<file path="config.mk">
export PLATFORM = sky130hd
export DESIGN_NAME = adcm_host
export DESIGN_NICKNAME = d
export VERILOG_FILES = /design/src/rtl/adcm_pkg.sv /design/src/rtl/adcm_seq.sv /design/src/rtl/adcm_sched.sv /design/src/rtl/adcm_out.sv /design/src/rtl/adcm_host.sv
export SDC_FILE = /design/constraint.sdc
export NUM_CORES = 1
export LEC_CHECK = 0
export ABC_AREA = 0
export BUFFER_PORTS_ARGS = -buffer_cell sky130_fd_sc_hd__buf_4
export CAP_MARGIN = 20
export CORE_MARGIN = 2
export CORE_UTILIZATION = 55
export CTS_CLUSTER_DIAMETER = 150
export CTS_CLUSTER_SIZE = 8
export DETAILED_ROUTE_END_ITERATION = 6
export GPL_ROUTABILITY_DRIVEN = 1
export PLACE_DENSITY_LB_ADDON = 0.3
export SLEW_MARGIN = 20
export SYNTH_ARGS = -nofsm -noshare
export SYNTH_HDL_FRONTEND = slang
export SYNTH_SLANG_ARGS = --single-unit
</file>
<file path="constraint.sdc">
create_clock -name clk -period 2.7 [get_ports clk]
set_input_delay 0.135 -clock clk [delete_from_list [all_inputs] [get_ports clk]]
set_output_delay 0.135 -clock clk [all_outputs]
set_load 0.05 [all_outputs]
</file>
<file path="src/rtl/adcm_pkg.sv">
package adcm_pkg;
    localparam int FRAME_CLKS = 16;
    localparam int SLEEP_CLKS = 8;
    localparam int LEAD_ZEROS = 4;
    localparam int SAMPLE_W   = FRAME_CLKS - LEAD_ZEROS;
    localparam int FALL_W     = $clog2(FRAME_CLKS + 1);

    typedef enum logic [1:0] {FR_NONE, FR_WAKE, FR_SAMPLE, FR_SLEEP} frame_e;
    typedef enum logic [1:0] {EN_IDLE, EN_LEAD, EN_SHIFT} eng_st_e;

    typedef struct packed {
        frame_e                kind;
        logic [SAMPLE_W-1:0]   word;
    } frame_res_t;

    function automatic int max2(int a, int b);
        return (a > b) ? a : b;
    endfunction

    function automatic logic [FALL_W-1:0] frame_len(frame_e k);
        return (k == FR_SLEEP) ? FALL_W'(SLEEP_CLKS) : FALL_W'(FRAME_CLKS);
    endfunction
endpackage

</file>
<file path="src/rtl/adcm_seq.sv">
module adcm_seq
    import adcm_pkg::*;
#(
    parameter int HALF_DIV = 2,
    parameter int GAP_CYC  = 4
) (
    input  logic       clk,
    input  logic       rst,
    input  logic       start,
    input  frame_e     kind,
    input  logic       sdata,
    output logic       cs_n,
    output logic       sclk,
    output logic       ready,
    output logic       done,
    output frame_res_t res
);
    localparam int PH_W  = $clog2(HALF_DIV + 1);
    localparam int GAP_W = $clog2(GAP_CYC + 1);

    eng_st_e             st;
    logic [PH_W-1:0]     ph;
    logic [FALL_W-1:0]   nfall;
    logic [GAP_W-1:0]    gap_cnt;
    frame_e              cur;
    logic [SAMPLE_W-1:0] sh;
    logic                ph_end;

    assign ph_end   = (ph == PH_W'(HALF_DIV - 1));
    assign ready    = (st == EN_IDLE) && (gap_cnt == GAP_W'(GAP_CYC - 1));
    assign res.kind = cur;
    assign res.word = sh;

    always_ff @(posedge clk) begin
        if (rst) begin
            st      <= EN_IDLE;
            ph      <= '0;
            nfall   <= '0;
            gap_cnt <= GAP_W'(GAP_CYC - 1);
            cur     <= FR_NONE;
            sh      <= '0;
            cs_n    <= 1'b1;
            sclk    <= 1'b1;
            done    <= 1'b0;
        end else begin
            done <= 1'b0;
            case (st)
                EN_IDLE: begin
                    if (gap_cnt != GAP_W'(GAP_CYC - 1))
                        gap_cnt <= gap_cnt + 1'b1;
                    if (start && ready) begin
                        st    <= EN_LEAD;
                        cs_n  <= 1'b0;
                        ph    <= '0;
                        cur   <= kind;
                        nfall <= '0;
                    end
                end
                EN_LEAD: begin
                    if (ph_end) begin
                        st    <= EN_SHIFT;
                        ph    <= '0;
                        sclk  <= 1'b0;
                        nfall <= FALL_W'(1);
                        sh    <= {sh[SAMPLE_W-2:0], sdata};
                    end else begin
                        ph <= ph + 1'b1;
                    end
                end
                EN_SHIFT: begin
                    if (ph_end) begin
                        ph <= '0;
                        if (!sclk) begin
                            if (nfall == frame_len(cur)) begin
                                st      <= EN_IDLE;
                                cs_n    <= 1'b1;
                                sclk    <= 1'b1;
                                done    <= 1'b1;
                                gap_cnt <= '0;
                            end else begin
                                sclk <= 1'b1;
                            end
                        end else begin
                            sclk  <= 1'b0;
                            nfall <= nfall + 1'b1;
                            sh    <= {sh[SAMPLE_W-2:0], sdata};
                        end
                    end else begin
                        ph <= ph + 1'b1;
                    end
                end
                default: st <= EN_IDLE;
            endcase
        end
    end

    // independent count of chip-select-high cycles for the gap check
    logic [GAP_W-1:0] hi_run;
    always_ff @(posedge clk) begin
        if (rst)
            hi_run <= GAP_W'(GAP_CYC);
        else if (!cs_n)
            hi_run <= '0;
        else if (hi_run != GAP_W'(GAP_CYC))
            hi_run <= hi_run + 1'b1;
    end

    a_r8_gap_kept: assert property (@(posedge clk) disable iff (rst)
        $fell(cs_n) |-> (hi_run >= GAP_W'(GAP_CYC)));
    a_r12_sclk_idle_high: assert property (@(posedge clk) disable iff (rst)
        cs_n |-> sclk);
    a_r1_fall_bound: assert property (@(posedge clk) disable iff (rst)
        nfall <= FALL_W'(FRAME_CLKS));
    a_r3_sleep_short: assert property (@(posedge clk) disable iff (rst)
        (st == EN_SHIFT && cur == FR_SLEEP) |-> (nfall <= FALL_W'(SLEEP_CLKS)));
endmodule

</file>
<file path="src/rtl/adcm_sched.sv">
module adcm_sched
    import adcm_pkg::*;
(
    input  logic   clk,
    input  logic   rst,
    input  logic   cmd_sample,
    input  logic   cmd_sleep,
    input  logic   cmd_wake,
    input  logic   eng_ready,
    input  logic   out_busy,
    output logic   start,
    output frame_e kind
);
    logic   awake;
    logic   p_smp, p_slp, p_wak;
    frame_e pick;
    logic   idle_asleep;

    always_comb begin
        pick = FR_NONE;
        if (p_wak && !awake)
            pick = FR_WAKE;
        else if (p_smp)
            pick = !awake ? FR_WAKE : (out_busy ? FR_NONE : FR_SAMPLE);
        else if (p_slp && awake)
            pick = FR_SLEEP;
    end

    assign start       = eng_ready && (pick != FR_NONE);
    assign kind        = pick;
    assign idle_asleep = eng_ready && !awake && !p_smp && !p_wak;

    always_ff @(posedge clk) begin
        if (rst) begin
            awake <= 1'b0;
            p_wak <= 1'b1;
            p_smp <= 1'b0;
            p_slp <= 1'b0;
        end else begin
            if (start && pick == FR_WAKE)  awake <= 1'b1;
            if (start && pick == FR_SLEEP) awake <= 1'b0;
            p_wak <= cmd_wake   | (p_wak & ~awake & ~(start && pick == FR_WAKE));
            p_smp <= cmd_sample | (p_smp & ~(start && pick == FR_SAMPLE));
            p_slp <= cmd_sleep  | (p_slp & ~(start && pick == FR_SLEEP) & ~idle_asleep);
        end
    end

    a_r6_sample_when_awake: assert property (@(posedge clk) disable iff (rst)
        (start && kind == FR_SAMPLE) |-> awake);
    a_r9_no_sample_while_held: assert property (@(posedge clk) disable iff (rst)
        (start && kind == FR_SAMPLE) |-> !out_busy);
    a_r5_sleep_only_awake: assert property (@(posedge clk) disable iff (rst)
        (start && kind == FR_SLEEP) |-> awake);
    a_r4_wake_only_asleep: assert property (@(posedge clk) disable iff (rst)
        (start && kind == FR_WAKE) |-> !awake);
endmodule

</file>
<file path="src/rtl/adcm_out.sv">
module adcm_out
    import adcm_pkg::*;
(
    input  logic                clk,
    input  logic                rst,
    input  logic                done,
    input  frame_res_t          res,
    input  logic                smp_ready,
    output logic                smp_valid,
    output logic [SAMPLE_W-1:0] smp_data
);
    always_ff @(posedge clk) begin
        if (rst) begin
            smp_valid <= 1'b0;
            smp_data  <= '0;
        end else if (done && res.kind == FR_SAMPLE) begin
            smp_valid <= 1'b1;
            smp_data  <= res.word;
        end else if (smp_valid && smp_ready) begin
            smp_valid <= 1'b0;
        end
    end

    a_r9_hold_stable: assert property (@(posedge clk) disable iff (rst)
        (smp_valid && !smp_ready) |=> (smp_valid && $stable(smp_data)));
    a_r7_discard_dummy: assert property (@(posedge clk) disable iff (rst)
        (done && res.kind != FR_SAMPLE && !smp_valid) |=> !smp_valid);
endmodule

</file>
<file path="src/rtl/adcm_host.sv">
module adcm_host
    import adcm_pkg::*;
#(
    parameter int HALF_DIV  = 2,
    parameter int QUIET_CYC = 4,
    parameter int CSH_CYC   = 3
) (
    input  logic                clk,
    input  logic                rst,
    input  logic                cmd_sample,
    input  logic                cmd_sleep,
    input  logic                cmd_wake,
    input  logic                adc_sdata,
    output logic                adc_cs_n,
    output logic                adc_sclk,
    output logic                smp_valid,
    input  logic                smp_ready,
    output logic [SAMPLE_W-1:0] smp_data
);
    localparam int GAP_CYC = max2(QUIET_CYC, CSH_CYC);

    logic       eng_ready, eng_start, eng_done;
    frame_e     eng_kind;
    frame_res_t eng_res;

    adcm_sched i_sched (
        .clk        (clk),
        .rst        (rst),
        .cmd_sample (cmd_sample),
        .cmd_sleep  (cmd_sleep),
        .cmd_wake   (cmd_wake),
        .eng_ready  (eng_ready),
        .out_busy   (smp_valid),
        .start      (eng_start),
        .kind       (eng_kind)
    );

    adcm_seq #(.HALF_DIV(HALF_DIV), .GAP_CYC(GAP_CYC)) i_seq (
        .clk   (clk),
        .rst   (rst),
        .start (eng_start),
        .kind  (eng_kind),
        .sdata (adc_sdata),
        .cs_n  (adc_cs_n),
        .sclk  (adc_sclk),
        .ready (eng_ready),
        .done  (eng_done),
        .res   (eng_res)
    );

    adcm_out i_out (
        .clk       (clk),
        .rst       (rst),
        .done      (eng_done),
        .res       (eng_res),
        .smp_ready (smp_ready),
        .smp_valid (smp_valid),
        .smp_data  (smp_data)
    );
endmodule

</file>
# --- Yosys cells after proc, flatten, opt, wreduce, memory -nomap -nowiden ---
# Cells that the tools add are included.
totals:
  reg_bits: 46
  in_bits: 7
  wordCells: 126
op_classes:
  addsub: 3
  n_eq_ne: 18
  mux: 41
  bitwise: 15
  reduce_logical: 34
op_table:
  columns: ["operator", "n"]
  rows:
  - ["two-way mux 12 bit", 3]
  - ["two-way mux 5 bit", 5]
  - ["two-way mux 2 bit", 12]
  - ["one-hot mux 12 bit (2 select lines)", 1]
  - ["AND reduction 5 bit", 4]
  - ["one-hot mux 5 bit (3 select lines)", 1]
  - ["logical AND 1 bit", 13]
  - ["two-way mux 3 bit", 4]
  - ["== test 2 bit, second input constant", 5]
  - ["two-way mux 1 bit", 10]
  - ["nonzero test 2 bit", 5]
  - ["!= test 2 x 1 -> 1 bit, second input constant", 4]
  - ["inverter 1 bit", 7]
  - ["== test 2 x 1 -> 1 bit, second input constant", 3]
  - ["!= test 2 bit, second input constant", 3]
  - ["one-hot mux 2 bit (3 select lines)", 1]
  - ["one-hot mux 3 bit (2 select lines)", 1]
  - ["adder 5 x 1 -> 5 bit, second input constant", 1]
  - ["bitwise AND 1 bit", 5]
  - ["== test 5 bit", 1]
  - ["one-hot mux 1 bit (2 select lines)", 2]
  - ["one-hot mux 2 bit (2 select lines)", 1]
  - ["AND reduction 2 bit", 2]
  - ["AND reduction 4 bit", 1]
  - ["11 further kinds", 16]

# --- Longest topological paths before layout ---
logic_depth:
  depth_word: 11
  ltp_mapped: 9
  ltp_nobuf: 7

# --- Cells and area by module ---
# From an unflattened synthesis, not the netlist that was laid out.
hier_totals:
  cells_unflattened: 232
  hier_area_um2: 2209.6
modules_own_cells:
  columns: ["mod", "instances", "cells_each", "area_each_um2", "seq_area_each_um2"]
  rows:
  - ["adcm_seq", 1, 151, 1410.1, 580.6]
  - ["adcm_out", 1, 56, 594.3, 260.2]
  - ["adcm_sched", 1, 25, 205.2, 80.1]

# --- Worst setup path before layout ---
# No wires, ideal clock.
synth_path:
  path_type: "register to register"
  from: "reg i_seq.gap_cnt[0]"
  to: "reg i_seq.nfall[4]"
  setup_ns: 0.070
  arrival_time_ns: 1.857
  t_required_ns: 2.630
  slack_ns: 0.773
  path_stages_with_launch: 9
  n_path_buf: 1
  cell_sequence: "dfxtp_1 ha_1 ha_1 clkbuf_4 o311ai_2 a31oi_4 o22ai_4 or4_1 a21oi_1"
synth_via:
  elab_chain_cells: 6
synth_rtl:
  columns: ["element", "line", "source"]
  rows:
  - ["from (decl)", "adcm_seq.sv:24", "logic [GAP_W-1:0] gap_cnt;"]
  - ["from (signal assigned)", "adcm_seq.sv:39", "gap_cnt <= GAP_W'(GAP_CYC - 1);"]
  - ["from (signal assigned)", "adcm_seq.sv:50", "gap_cnt <= gap_cnt + 1'b1;"]
  - ["== test 3 x 2 -> 1 bit *", "adcm_seq.sv:30", "assign ready = (st == EN_IDLE) && (gap_cnt == GAP_W'(GAP_CYC - 1));"]
  - ["logical AND 1 bit *", "adcm_seq.sv:30", null]
  - ["logical AND 1 bit", "adcm_sched.sv:29", "assign start = eng_ready && (pick != FR_NONE);"]
  - ["logical AND 1 bit *", "adcm_seq.sv:51", "if (start && ready) begin"]
  - ["!= test 2 bit (no source line) *", null, null]
  - ["AND reduction 5 bit (no source line) *", null, null]
  - ["to (signal assigned)", "adcm_seq.sv:85", "nfall <= nfall + 1'b1;"]
  - ["to (decl)", "adcm_seq.sv:23", "logic [FALL_W-1:0] nfall;"]
# Mark *: on every way between the ends. The rest lies on a longest branch, timed or not.
# A chain may end at the register's enable or synchronous reset.

# --- Worst setup path after layout ---
# Ends and elaborated chain as after synthesis.

==> impl_metrics.py <==
metrics = {
    "setup_path": {
        "cp-startpoint": "i_seq.gap_cnt[0]$_SDFFE_PP1P_",
        "critPathLaunchType": "flip-flop",
        "r2r_cells": 7,
        "r2r_start": "i_seq.gap_cnt[0]$_SDFFE_PP1P_",
        "cp.arrival_ps": 2440,
        "critPathMaxFanout": 10,
        "cp.required_ps": 2920,
        "reg2reg_slack_ps": 480,
        "endpoint_kind": "flip-flop",
        "rr_endpoint": "i_seq.nfall[4]$_SDFFE_PP0P_",
        "endpoint": "i_seq.nfall[4]$_SDFFE_PP0P_",
        "critPathKind": "flip-flop to flip-flop",
    },
    "pwr": {
        "p_per_area_nw_per_um2": 958.9,
        "vdd_drop_max_v": 0.0006337,
        "p_total_mw": 2.287,
        "power_leakage_nw": 0.8912,
    },
    "timing": {
        "tns_ps": 0,
        "period_share_pct": 82.26,
        "period_needed_ps": 2221,
        "whs_ps": 17.29,
        "max_slew.worst_pin.slew_ps": 772.8,
        "finalClockSkew_ps": 6.221,
        "fmax_ghz": 0.4502,
        "hold_viol": 0,
        "finalMaxSlewViolations": 0,
        "setup_violations": 0,
        "rsz0062_at_grt": "false",
        "finalWorstSetupSlack_ps": 478.9,
        "slew_headroom_pct": 48.29,
    },
    "placed_design": {
        "io_buffers": 21,
        "gp_congestion": 0.8295,
        "post-dp-hpwl_um": 2642,
        "dp.cells": 297,
        "pre_cts_slack_ps": 517.8,
        "dpl_cell_area_um2": 2272,
    },
    "die": {
        "core_um2": 3661,
        "die_area_um2": 4332,
        "ios": 22,
        "initial_core_util_pct": 57.42,
        "die_y_um": 65.82,
        "dieWidth_um": 65.82,
        "rows": 22,
    },
    "routing": {
        "num_vias": 1671,
        "drc": 0,
        "drt_iter0_drc": 108,
        "drt_wl_total_um": 3873,
        "ant_nets": 0,
        "via_per_inst": 5.497,
        "dr.pass1.iters": 4,
        "wl_per_cell_um": 12.74,
    },
    "cts": {
        "clockRootBuffer": "clkbuf_8",
        "path_clk_slew_ps": 80,
        "cts_resized": 0,
        "cts_setup_buffers": 0,
        "cts.path.max_buffers": 2,
        "clkSinkCount": 46,
        "worstSkewPairLatency_ps": 290,
        "cts_tree": "done",
        "hold_buffers": 0,
        "numCtsBuffers": 5,
        "htreeDepth": 2,
    },
    "outcome": {
        "status": "complete, no violations",
    },
    "cells_and_area": {
        "num_antenna_cells": 0,
        "fin_cells": 304,
        "drive_gt1_share_pct": 16.02,
        "layout.nets": 270,
        "fin_area_um2": 2385,
        "final_core_util_pct": 65.14,
        "syn2layout_area_growth_pct": 13.45,
    },
    "job": {
        "maxCapViolCount": 0,
    },
    "global_routing": {
        "globalRouteOverflowTotal": 0,
        "track_usage_pct": 19.45,
        "antenna_found_initial": 0,
        "grt_pass1_wl_um": 6568,
        "grt_max_degree": 45,
        "grt_pass1_vias": 1442,
    },
    "synthesis": {
        "synthCells": 240,
        "synthTopCellsByArea": "dfxtp_1 (44%), nand2_1 (7.5%), mux2i_1 (7.1%)",
        "avgSynthCellArea_um2": 8.758,
        "netlist-cell-type-count": 47,
        "synth_area_um2": 2102,
        "synth_top_area_share_pct": 43.81,
        "synth.yosys.seq_area_share_pct": 43.81,
        "synth-main-ff-cell": "dfxtp_1",
        "yosys.area.top_type": "dfxtp_1",
        "syn_nets": 254,
        "synth_edf_count": 0,
        "synth_most_common_cell": "dfxtp_1",
        "ys_ff_latch": 46,
        "async_reset_ff_share_pct": 0,
        "synth_commonest_cells": "dfxtp_1 (46), nand2_1 (42), a21oi_1 (24), nor2_1 (24), mux2i_1 (15)",
        "ys_warn_count": 0,
    },
    "hold_path": {
        "hp-class": "input pin to flip-flop",
    },
}
[report_power, final]
part           switching (mW)  total (mW)  internal [mW]
combinational           0.537       0.932          0.395
clock                   0.214       0.510          0.296
sequential             0.0905       0.845          0.755
total                   0.841        2.29           1.45
[cells by family after synthesis]
family | count (synthesis) | synth area share, %
compound gates | 52 | 18.04
flops | 46 | 43.81
fa+ha+maj | 7 | 4.166
simple gates | 96 | 21.67
buf+inv | 22 | 4.226
mux | 16 | 7.678
xor+xnor | 1 | 0.4167
[state kept, by name, summed over array words and instances, names as in the netlist]
signal and count:
i_out.smp_data 12, i_seq.sh 12, i_sched.p_slp 1, i_seq.sclk 1
i_seq.gap_cnt 3, i_seq.st 2, i_out.smp_valid 1, i_seq.cur 2
i_sched.awake 1, i_seq.nfall 5, i_seq.ph 2, i_sched.p_smp 1
i_seq.cs_n 1, i_sched.p_wak 1, i_seq.done 1
[layout make-up]
cell class	count	area, um2
repair buffers	22	165.2
clock inverters	1	30.03
inverters	9	33.78
fillers	330	1276
well taps	48	60.06
multi-input cells	172	1092
flip-flops and latches	46	920.9
clock buffers	6	82.58
[routing by layer]
metal / up-vias / wire (um) / track usage (%) / share of wire, %
met1: 769 / 1989 / 27.65 / 51
met4: 0 / 48 / 7.031 / 1.2
met2: 33 / 1666 / 29.04 / 43
met3: 4 / 167 / 4.089 / 4.3
li1: 865 / - / - / -
met5: - / 0 / 0 / 0
[placed cells by master, fill, tap and decap left out, types with 2 or more instances in the layout]
cell type	instances
nand3_1	4
a221o_1	3
nand2_1	42
a21oi_1	24
nand2b_1	3
nand2b_2	2
clkbuf_8	6
and2_1	2
buf_4	22
o21ai_0	5
nand4_1	2
inv_1	9
mux2i_1	15
ha_1	7
or4_1	3
dfxtp_1	46
nor2_1	24
o32ai_1	2
nor2b_1	4
and2b_1	2
a31oi_1	3
[critical path: stages (launching register included)]
cell and delay, ps:
dfxtp_1 380, ha_1 170, ha_1 360, o311ai_2 210, a31oi_4 240, o22ai_4 130, or4_1 520, a21oi_1 140
[worst min-delay path by stage]
| stage | slack (ps) | start | depth (start not counted) | endpoint |
|---|---|---|---|---|
| after detailed placement | 320 | cmd_wake | 2 | i_sched.p_wak$_SDFF_PP1_ |
| after CTS | 10 | cmd_wake | 2 | i_sched.p_wak$_SDFF_PP1_ |
| final | 20 | cmd_wake | 2 | i_sched.p_wak$_SDFF_PP1_ |
| after global placement | 320 | cmd_wake | 2 | i_sched.p_wak$_SDFF_PP1_ |
| after floorplan | 230 | cmd_wake | 1 | i_sched.p_wak$_SDFF_PP1_ |
| after global routing | 20 | cmd_wake | 2 | i_sched.p_wak$_SDFF_PP1_ |
(Power assumes the default switching activity.)
